File: config.mk
export PLATFORM = sky130hd
export DESIGN_NAME = bus_status_flags
export DESIGN_NICKNAME = d
export VERILOG_FILES = /design/src/rtl/bsf_pkg.sv /design/src/rtl/bsf_event_decode.sv /design/src/rtl/bsf_flag_cell.sv /design/src/rtl/bus_status_flags.sv
export SDC_FILE = /design/constraint.sdc
export NUM_CORES = 1
export LEC_CHECK = 0
export CAP_MARGIN = 10
export CORE_AREA = 2 2 39 41
export CTS_BUF_LIST = sky130_fd_sc_hd__clkbuf_4
export DETAILED_ROUTE_END_ITERATION = 8
export DIE_AREA = 0 0 41 43
export DONT_BUFFER_PORTS = 1
export GPL_ROUTABILITY_DRIVEN = 0
export HOLD_SLACK_MARGIN = 0.15
export PLACE_DENSITY = 0.47
export SLEW_MARGIN = 20
export SYNTH_ARGS = -nofsm -noshare
export SYNTH_HDL_FRONTEND = slang
export SYNTH_SLANG_ARGS = --single-unit
File: constraint.sdc
create_clock -name clk_i -period 1 [get_ports clk_i]
set_input_delay 0.05 -clock clk_i [delete_from_list [all_inputs] [get_ports clk_i]]
set_output_delay 0.05 -clock clk_i [all_outputs]
set_load 0.02 [all_outputs]
File: src/rtl/bsf_pkg.sv
package bsf_pkg;
  localparam int unsigned REG_W     = 8;
  localparam int unsigned NUM_FLAGS = 3;
  localparam int unsigned FLAG_HI   = 7;
  localparam int unsigned FLAG_LO   = FLAG_HI - NUM_FLAGS + 1;

  // flag vector index, LSB first (bit FLAG_LO + idx in the register)
  localparam int unsigned IDX_CONT = 0;
  localparam int unsigned IDX_NRM  = 1;
  localparam int unsigned IDX_ABN  = 2;

  typedef struct packed {
    logic stop_det;
    logic frame_busy;
    logic tx_empty_set;
    logic rx_full_set;
  } bus_evt_t;

  typedef struct packed {
    logic slave_bus;
    logic master;
    logic sync;
    logic raw;
  } bus_mode_t;
endpackage

File: src/rtl/bsf_event_decode.sv
module bsf_event_decode
  import bsf_pkg::*;
#(
  parameter int unsigned N = NUM_FLAGS
) (
  input  bus_evt_t     evt_i,
  input  bus_mode_t    mode_i,
  input  logic         addr_match2_i,
  output logic [N-1:0] set_o,
  output logic         irq_set_o
);
  logic data_evt;
  logic cont_qual;
  logic cont_set;

  assign data_evt  = evt_i.tx_empty_set | evt_i.rx_full_set;
  assign cont_qual = (mode_i.slave_bus & addr_match2_i) | mode_i.master | mode_i.sync | mode_i.raw;
  assign cont_set  = data_evt & cont_qual;

  always_comb begin
    set_o           = '0;
    set_o[IDX_CONT] = cont_set;
    set_o[IDX_NRM]  = mode_i.slave_bus & evt_i.stop_det & ~evt_i.frame_busy;
    set_o[IDX_ABN]  = mode_i.slave_bus & evt_i.stop_det &  evt_i.frame_busy;
  end

  assign irq_set_o = cont_set;
endmodule

File: src/rtl/bsf_flag_cell.sv
module bsf_flag_cell (
  input  logic clk_i,
  input  logic rst_ni,
  input  logic set_i,
  input  logic rd_i,
  input  logic wr_zero_i,
  input  logic hw_clr_i,
  output logic flag_o
);
  logic flag_q;
  logic arm_q;
  logic sw_clr;
  logic any_clr;

  assign sw_clr  = wr_zero_i & arm_q;
  assign any_clr = sw_clr | hw_clr_i;

  always_ff @(posedge clk_i or negedge rst_ni) begin
    if (!rst_ni) begin
      flag_q <= 1'b0;
      arm_q  <= 1'b0;
    end else if (set_i) begin
      flag_q <= 1'b1;
      // a colliding clear drops the arming
      if (any_clr)   arm_q <= 1'b0;
      else if (rd_i) arm_q <= flag_q;
    end else if (any_clr) begin
      flag_q <= 1'b0;
      arm_q  <= 1'b0;
    end else if (rd_i) begin
      arm_q  <= flag_q;
    end
  end

  assign flag_o = flag_q;
endmodule

File: src/rtl/bus_status_flags.sv
module bus_status_flags
  import bsf_pkg::*;
(
  input  logic             clk_i,
  input  logic             rst_ni,
  input  logic             reg_rd_i,
  input  logic             reg_wr_i,
  input  logic [REG_W-1:0] reg_wdata_i,
  output logic [REG_W-1:0] reg_rdata_o,
  input  logic             stop_det_i,
  input  logic             frame_busy_i,
  input  logic             tx_empty_set_i,
  input  logic             rx_full_set_i,
  input  logic             mode_slave_bus_i,
  input  logic             mode_master_i,
  input  logic             mode_sync_i,
  input  logic             mode_raw_i,
  input  logic             addr_match2_i,
  input  logic             enable_i,
  input  logic             irq_clr_i,
  output logic             irq_set_o
);
  bus_evt_t             evt;
  bus_mode_t            mode;
  logic [NUM_FLAGS-1:0] set_vec;
  logic [NUM_FLAGS-1:0] flags;
  logic [NUM_FLAGS-1:0] wr_zero;

  assign evt  = '{stop_det: stop_det_i, frame_busy: frame_busy_i,
                  tx_empty_set: tx_empty_set_i, rx_full_set: rx_full_set_i};
  assign mode = '{slave_bus: mode_slave_bus_i, master: mode_master_i,
                  sync: mode_sync_i, raw: mode_raw_i};

  bsf_event_decode #(.N(NUM_FLAGS)) u_dec (
    .evt_i         (evt),
    .mode_i        (mode),
    .addr_match2_i (addr_match2_i),
    .set_o         (set_vec),
    .irq_set_o     (irq_set_o)
  );

  for (genvar i = 0; i < NUM_FLAGS; i++) begin : g_flag
    logic hw_clr;
    if (i == IDX_CONT) begin : g_gated
      assign hw_clr = irq_clr_i & enable_i;
    end else begin : g_plain
      assign hw_clr = irq_clr_i;
    end
    assign wr_zero[i] = reg_wr_i & ~reg_wdata_i[FLAG_LO+i];

    bsf_flag_cell u_cell (
      .clk_i     (clk_i),
      .rst_ni    (rst_ni),
      .set_i     (set_vec[i]),
      .rd_i      (reg_rd_i),
      .wr_zero_i (wr_zero[i]),
      .hw_clr_i  (hw_clr),
      .flag_o    (flags[i])
    );
  end

  always_comb begin
    reg_rdata_o                  = '0;
    reg_rdata_o[FLAG_HI:FLAG_LO] = flags;
  end
endmodule

# == Word-level counts from Yosys, hierarchy flattened ==
# Cells that the tools add are included.
# word_totals
regBits,6
latchBits,0
ramBits,0
mem_bits_ro,0
input_bits,23
out_inout_bits,9
elab_cells,47
mem_count,0
# op_classes
n_addsub,0
multipliers,0
div_mod_pow,0
order_cmp,0
eq_ne,0
shift,0
n_mux,12
bitwise_logic,23
reduce_logical,6
# ops
cell,n
AND 1 bit,12
two-way mux 1 bit,12
nonzero test 2 bit,6
OR 1 bit,7
inverter 1 bit,4

# == Depth between registers and ports, before layout ==
# Gate-level depths: netlist (run 1).
# depth
word_depth,6
ltp_mapped,2
ltp_nobuf,2

# == Hierarchy ==
# From an unflattened synthesis (run 1), not the netlist that was laid out.
# hier_totals
hier_cells,35
area_unflattened_um2,357.8
# modules_own_cells
module,n_inst,cells_each,area_per_inst_um2,seq_area_each_um2
bsf_flag_cell,3,6,82.6,50.0
bus_status_flags,1,10,66.3,0.0
bsf_event_decode,1,7,43.8,0.0

# == Worst setup path after synthesis (run 1) ==
# Ideal clock, no wire load.
# synth_path
path_kind,register to register
from,reg g_flag[1].u_cell.arm_q
to,reg g_flag[1].u_cell.flag_q
setup_ns,0.101
arrival_ns,0.716
path_slack_ns,0.184
path_stages_with_launch,3
synth_period_minus_slack_ns,0.816
cell_sequence,dfrtp_1 > and3b_1 > o32ai_1
# synth_between
elab_chain_len,3
# synth_rtl
element,line_no,source
"start, declared",bsf_flag_cell.sv:11,logic arm_q;
"start signal, assigned",bsf_flag_cell.sv:26,else if (rd_i) arm_q <= flag_q;
"start signal, assigned",bsf_flag_cell.sv:31,arm_q <= flag_q;
AND 1 bit,bsf_flag_cell.sv:15,assign sw_clr = wr_zero_i & arm_q;
OR 1 bit,bsf_flag_cell.sv:16,assign any_clr = sw_clr | hw_clr_i;
nonzero test 2 bit (no source line),n/a,
"end signal, assigned",bsf_flag_cell.sv:20,flag_q <= 1'b0;
"end signal, assigned",bsf_flag_cell.sv:23,flag_q <= 1'b1;
"end signal, assigned",bsf_flag_cell.sv:28,flag_q <= 1'b0;
"end, declared",bsf_flag_cell.sv:10,logic flag_q;
# No other way between the ends.
# A chain may end at the register's enable or synchronous reset.

# == Worst setup path in the final report (run 1) ==
# layout_path
from,in rx_full_set_i
to,out irq_set_o
# layout_between
elab_chain_len,2
# layout_rtl
element,line_no,source
"start, declared",bus_status_flags.sv:13,"input logic rx_full_set_i,"
OR 1 bit,bsf_event_decode.sv:16,assign data_evt = evt_i.tx_empty_set | evt_i.rx_full_set;
AND 1 bit,bsf_event_decode.sv:18,assign cont_set = data_evt & cont_qual;
"end, declared",bus_status_flags.sv:21,output logic irq_set_o
# No other way between the ends.

==> results of run 1 <==
-- through the flow --
| step | power, W | instances | utilization, % | setup WS, ps |
|---|---|---|---|---|
| 3_3_place_gp | 0.000364 | 51 | 26.7 | 162 |
| 4_1_cts | 0.000649 | 69 | 39.2 | 23.6 |
| 6_report | 0.000637 | 69 | 39.2 | 20.5 |
| 2_1_floorplan | 0.000373 | 40 | - | 184 |
| 3_5_place_dp | 0.000366 | 51 | 26.7 | 130 |
| 5_1_grt | 0.000687 | 69 | 39.2 | 2.65 |
-- synth_stat cells --
cell type	count
and2_1	1
and3b_1	3
nor2_1	2
buf_4	8
nand2_1	1
conb_1	1
dfrtp_1	6
nor3_1	3
o31ai_1	1
mux2i_1	3
o32ai_1	2
nand3_1	1
inv_1	3
a2111oi_4	1
-- flip-flops by register name, summed over array words and instances (netlist names) --
register              count
g_flag.u_cell.arm_q       3
g_flag.u_cell.flag_o      3
-- per-layer routing --
layer	vias up	global-route usage [%]	part of all wire (%)	routed length, µm
li1	150	-	-	-
met2	20	14.7	47	359
met3	0	7.85	12	88
met4	0	8.00	0	0
met1	137	10.5	41	310
met5	-	0	0	0
-- final timing paths --
kind	from	end	slack (ps)	cells past startpoint
worst max-delay path	rx_full_set_i	irq_set_o	20	3
worst max register to register	g_flag[1].u_cell.arm_q	g_flag[1].u_cell.flag_o	130	2
worst min register to register	g_flag[2].u_cell.flag_o	g_flag[2].u_cell.flag_o	560	2
max in group asynchronous	rst_ni	g_flag[1].u_cell.flag_o	110	2
min in group asynchronous	rst_ni	g_flag[2].u_cell.flag_o	670	2
worst min-delay path	mode_raw_i	irq_set_o	420	2
-- power by group through the flow --
| stage | sequential, W | combinational, W | clock [W] |
|---|---|---|---|
| finish | 0.000274 | 0.000145 | 0.000218 |
| global route | 0.000276 | 0.000157 | 0.000254 |
| CTS | 0.000274 | 0.000146 | 0.000229 |
| detailed placement | 0.000278 | 0.0000884 | 0 |
| global placement | 0.000277 | 0.0000878 | 0 |
| floorplan | 0.000275 | 0.0000982 | 0 |
-- cells by family (layout without fill, tap and decap cells) --
logic type / Yosys count / count (layout) / synth area share, %
compound gates: 4 / 4 / 14.1
other cells: 1 / 5 / 1.01
simple gates: 11 / 11 / 17.2
flops: 6 / 6 / 40.4
mux: 3 / 3 / 8.08
buf+inv: 11 / 24 / 19.2
-- cell type report --
cell class	count	area, µm²	area share [%]
inverters	3	11.3	2.08
well taps	16	20.0	3.70
clock buffers	3	22.5	4.16
flip-flops and latches	6	150	27.7
multi-input cells	23	165	30.5
repair buffers	18	173	31.9
-- worst max-delay path, delay by kind of cell --
kind	cells	cell delay, ps
buf+inv	1	530
simple gates	2	360
==> results_dict.tcl, run 1 <==
set metrics [dict create \
    cts_made_buffers 3 \
    die_w_um 41 \
    ios 32 \
    p_switching_w 0.000164 \
    dpl_cell_area_um2 369 \
    yosys_warnings 0 \
    grt_usage_pct 10.7 \
    finalNetCount 78 \
    crit_top_cell "nor2_1" \
    grt_pass1_wl_um 1140 \
    drt-initial-drc-count 4 \
    post-route-min-period_ps 979 \
    cts_hold_buffers 15 \
    yosysTopAreaCell "dfrtp_1" \
    cts_sinks 6 \
    ys_seq_elements 6 \
    p_leak_nw 0.257 \
    antenna_found_initial 0 \
    crit_path_end_kind "primary output" \
    vias 307 \
    ys_seq_area_share_pct 40.4 \
    peakVddDrop_mv 0.570 \
    dr.pass1.iters 2 \
    ys_types 14 \
    fp-row-count 14 \
    fin_tns_setup_ps 0 \
    synth_cells 36 \
    drive_gt1_share_pct 13.2 \
    clock_latency_ps 240 \
    final_cell_mix "dlygate4sd3_1 (15), dfrtp_1 (6), conb_1 (5)" \
    post-route-drc-count 0 \
    routed_wl_um 758 \
    synth_top_area_share_pct 40.4 \
    final_area_um2 542 \
    cts_root_buffer "clkbuf_4" \
    grt_max_degree 7 \
    area_growth_pct 45.8 \
    finalHoldViolCount 0 \
    layout_commonest_cell "dlygate4sd3_1" \
    portBuffers 0 \
    wl_per_cell_um 11.0 \
    antenna_left 0 \
    cts_max_path_buffers 2 \
    status "complete, no violations" \
    clock_power_share_pct 34.2 \
    cts_tree "built" \
    grt_pass1_vias 297 \
    fin_hold_ws_ps 420 \
    cts_resized 0 \
    slowest_delay_ps 530 \
    setup_violations 0 \
    seq_power_share_pct 43.1 \
    fillers 148 \
    rsz0062_at_grt "no" \
    slowest_stage "dlygate4sd3_1" \
    worst-setup-path-type "primary input to primary output" \
    via_per_inst 4.45 \
    dp_hpwl_um 590 \
    post_cts_buffers 0 \
    p_per_area_nw_per_um2 1180 \
    hp-class "primary input to primary output" \
    critPathArrivalTime_ps 930 \
    power.internal_w 0.000472 \
    crit_fanout 2 \
    syn_avg_cell_area_um2 10.3 \
    initial_core_util_pct 26.9 \
    htree_levels 1 \
    finalClockSkew_ps 1.31 \
    die_area_um2 1760 \
    maxCapViolations 0 \
    grt-ovfl-total 0 \
    worstPathCellList "dlygate4sd3_1 > nor2_1 > nor2_1" \
    required_ps 950 \
    max_clock_freq_ghz 1.02 \
    worst_setup_path_start_kind "primary input" \
    n_antenna_cell 0 \
    synthTopCellsByArea "dfrtp_1 (40%), buf_4 (16%), mux2i_1 (8.1%)" \
    fin_crit_sh_pct 97.9 \
    core-area_um2 1380 \
    die_y_um 43 \
    slew_violations 0 \
    p_comb_share_pct 22.8 \
    switching_share_pct 25.8 \
    syn_area_um2 372 \
]
Note: power is estimated with default switching activity, not from simulation.
==> run 2: changes to the inputs <==
Settings changed: ABC_AREA set to 1, PLACE_DENSITY 0.47 to 0.49.
==> run 2 against run 1 <==
Sequential power about the same. Utilization unchanged. Non-clock buffer count shrank 2. Synthesized cell count is 47% higher.
==> results_dict.tcl, run 2 <==
set metrics [dict create \
    n_antenna_cell 0 \
    synth_cells 53 \
    p_switching_w 0.000172 \
    cts_max_path_buffers 2 \
    worstPathCellList "dlygate4sd3_1 > dlygate4sd3_1" \
    ys_seq_area_share_pct 38.3 \
    cts_made_buffers 3 \
    final_cell_mix "dlygate4sd3_1 (13), nand2_1 (12), inv_1 (9), nand3_1 (8), dfrtp_1 (6)" \
    rsz0062_at_grt "no" \
    ys_types 11 \
    dr.pass1.iters 1 \
    worst-setup-path-type "primary input to async pin" \
    pre_cts_slack_ps 277 \
    dp.cells 68 \
    grt_pass1_wl_um 1060 \
    die_y_um 43 \
    status "complete, no violations" \
    synth_flop_cell "dfrtp_1" \
    ys_seq_elements 6 \
    p_leak_nw 0.279 \
    final_area_um2 542 \
    routed_wl_um 723 \
    slowest_delay_ps 720 \
    htree_levels 1 \
    cts_sinks 6 \
    crit_fanout 6 \
    crit_buf_inv 2 \
    r2r_cells 3 \
    holdPathEnd "irq_set_o" \
    finalClockSkew_ps 0.460 \
    slew_violations 0 \
    yosys_warnings 0 \
    antenna_found_initial 0 \
    ios 32 \
    synth_common_cells "nand2_1 (12), inv_1 (9), buf_4 (8), nand3_1 (8), dfrtp_1 (6)" \
    cts_tree "built" \
    cts_root_buffer "clkbuf_4" \
    dp_hpwl_um 551 \
    p_comb_share_pct 23.7 \
    synthTopCellsByArea "dfrtp_1 (38%), buf_4 (15%), nand2_1 (12%)" \
    maxCapViolations 0 \
    timing.final.ws_setup_ps 89.9 \
    async_flop_share_pct 100 \
    peakVddDrop_mv 0.432 \
    finalNetCount 93 \
    fp-row-count 14 \
    drt-initial-drc-count 0 \
    crit_top_cell "dlygate4sd3_1" \
    initial_core_util_pct 28.3 \
    synth_edf_count 0 \
    fillers 142 \
    multi_input_area_um2 163 \
    grt_max_degree 7 \
    slowest_stage "dlygate4sd3_1" \
    switching_share_pct 26.8 \
    grt_usage_pct 9.76 \
    post-route-min-period_ps 910 \
    fin_tns_setup_ps 0 \
    clock_power_share_pct 33.9 \
    max_clock_freq_ghz 1.10 \
    reg2reg_from "g_flag[2].u_cell.flag_o" \
    area_growth_pct 38.3 \
    die_w_um 41 \
    worst_setup_path_start_kind "primary input" \
    dpl_cell_area_um2 389 \
    fin_crit_sh_pct 91.0 \
    core-area_um2 1380 \
    cts_hold_buffers 13 \
    seq_power_share_pct 42.5 \
    power.internal_w 0.000468 \
    critPathArrivalTime_ps 1310 \
    whs_path_depth 4 \
    portBuffers 0 \
    clkTransAtPathRegs_ps 40 \
    finalHoldViolCount 0 \
    crit_family "buffers and inverters" \
    post-route-drc-count 0 \
    area.sequential_um2 150 \
    layout_commonest_cell "dlygate4sd3_1" \
    rrSetupSlack_ps 270 \
    antenna_left 0 \
    vias 336 \
    drive_gt1_share_pct 13.2 \
    p_per_area_nw_per_um2 1180 \
    synth_top_area_share_pct 38.3 \
    syn_avg_cell_area_um2 7.39 \
    hp-class "primary input to primary output" \
    synth_most_common_cell "nand2_1" \
    clock_latency_ps 240 \
    wl_per_cell_um 8.61 \
    crit_path_end_kind "async pin" \
    cts_resized 0 \
    grt_pass1_vias 301 \
    die_area_um2 1760 \
    yosysTopAreaCell "dfrtp_1" \
    required_ps 1400 \
    final_cell_count_no_fill 84 \
    hp-start "mode_sync_i" \
    r2r-end "g_flag[2].u_cell.arm_q" \
    syn_area_um2 392 \
    grt-ovfl-total 0 \
    via_per_inst 4.00 \
    setup_violations 0 \
    post_cts_buffers 0 \
]
## run 2: changes by cell type after synthesis, sizes merged
cell     previous run  this run
a2111oi             1         0
and3b               3         0
nor2                2         4
nor3                3         0
or2                 0         1
mux2i               3         0
and2                1         0
nand3               1         8
inv                 3         9
nand2               1        12
nand3b              0         1
o21a                0         3
o31ai               1         0
o32ai               2         0
## run 2: logic make-up after synthesis
logic type      count (synthesis)  share of synthesized area [%]
compound gates                  3                           5.75
buf+inv                        17                           24.0
other cells                     1                          0.958
flops                           6                           38.3
simple gates                   26                           31.0
## run 2: final cells by class
| class | count | share of cell area, % |
|---|---|---|
| Clock buffer | 3 | 4.16 |
| Inverter | 9 | 6.24 |
| Multi-Input combinational cell | 34 | 30.0 |
| Sequential cell | 6 | 27.7 |
| Tap cell | 16 | 3.70 |
| Timing Repair Buffer | 16 | 28.2 |
## run 2: per-stage QoR
| stage | power, W | hold WS, ps | utilization (%) |
|---|---|---|---|
| 2_1_floorplan | 0.000382 | -246 | - |
| 3_3_place_gp | 0.000375 | -245 | 28.1 |
| 6_report | 0.000639 | 364 | 39.2 |
| 5_1_grt | 0.000686 | 397 | 39.2 |
| 3_5_place_dp | 0.000377 | -245 | 28.1 |
| 4_1_cts | 0.000653 | 373 | 39.2 |
## run 2: how the worst max path moves through the flow
stage                                 start                      end  slack [ps]  depth (start not counted)
finish                               rst_ni  g_flag[1].u_cell.flag_o          90                          2
global route                         rst_ni  g_flag[0].u_cell.flag_o          50                          2
CTS                                  rst_ni  g_flag[1].u_cell.flag_o          80                          2
detailed placement  g_flag[2].u_cell.flag_o   g_flag[2].u_cell.arm_q         280                          3
global placement    g_flag[2].u_cell.flag_o   g_flag[2].u_cell.arm_q         290                          3
floorplan           g_flag[0].u_cell.flag_o   g_flag[0].u_cell.arm_q         310                          3
## run 2: metal layers
layer  track usage, %  up-vias  share of wire, %
li1                 -      180                 -
met1             9.39      135                41
met2             14.7       19                49
met3             3.14        2               6.8
met4             10.0        0               2.6
met5                0        -                 0
## run 2: power groups by stage
stage | logic (W) | clock network (W) | registers [W]
final | 0.000151 | 0.000217 | 0.000272
after global routing | 0.000169 | 0.000243 | 0.000273
after CTS | 0.000153 | 0.000229 | 0.000272
after detailed placement | 0.000101 | 0 | 0.000275
after global placement | 0.000100 | 0 | 0.000275
after floorplan | 0.000109 | 0 | 0.000273
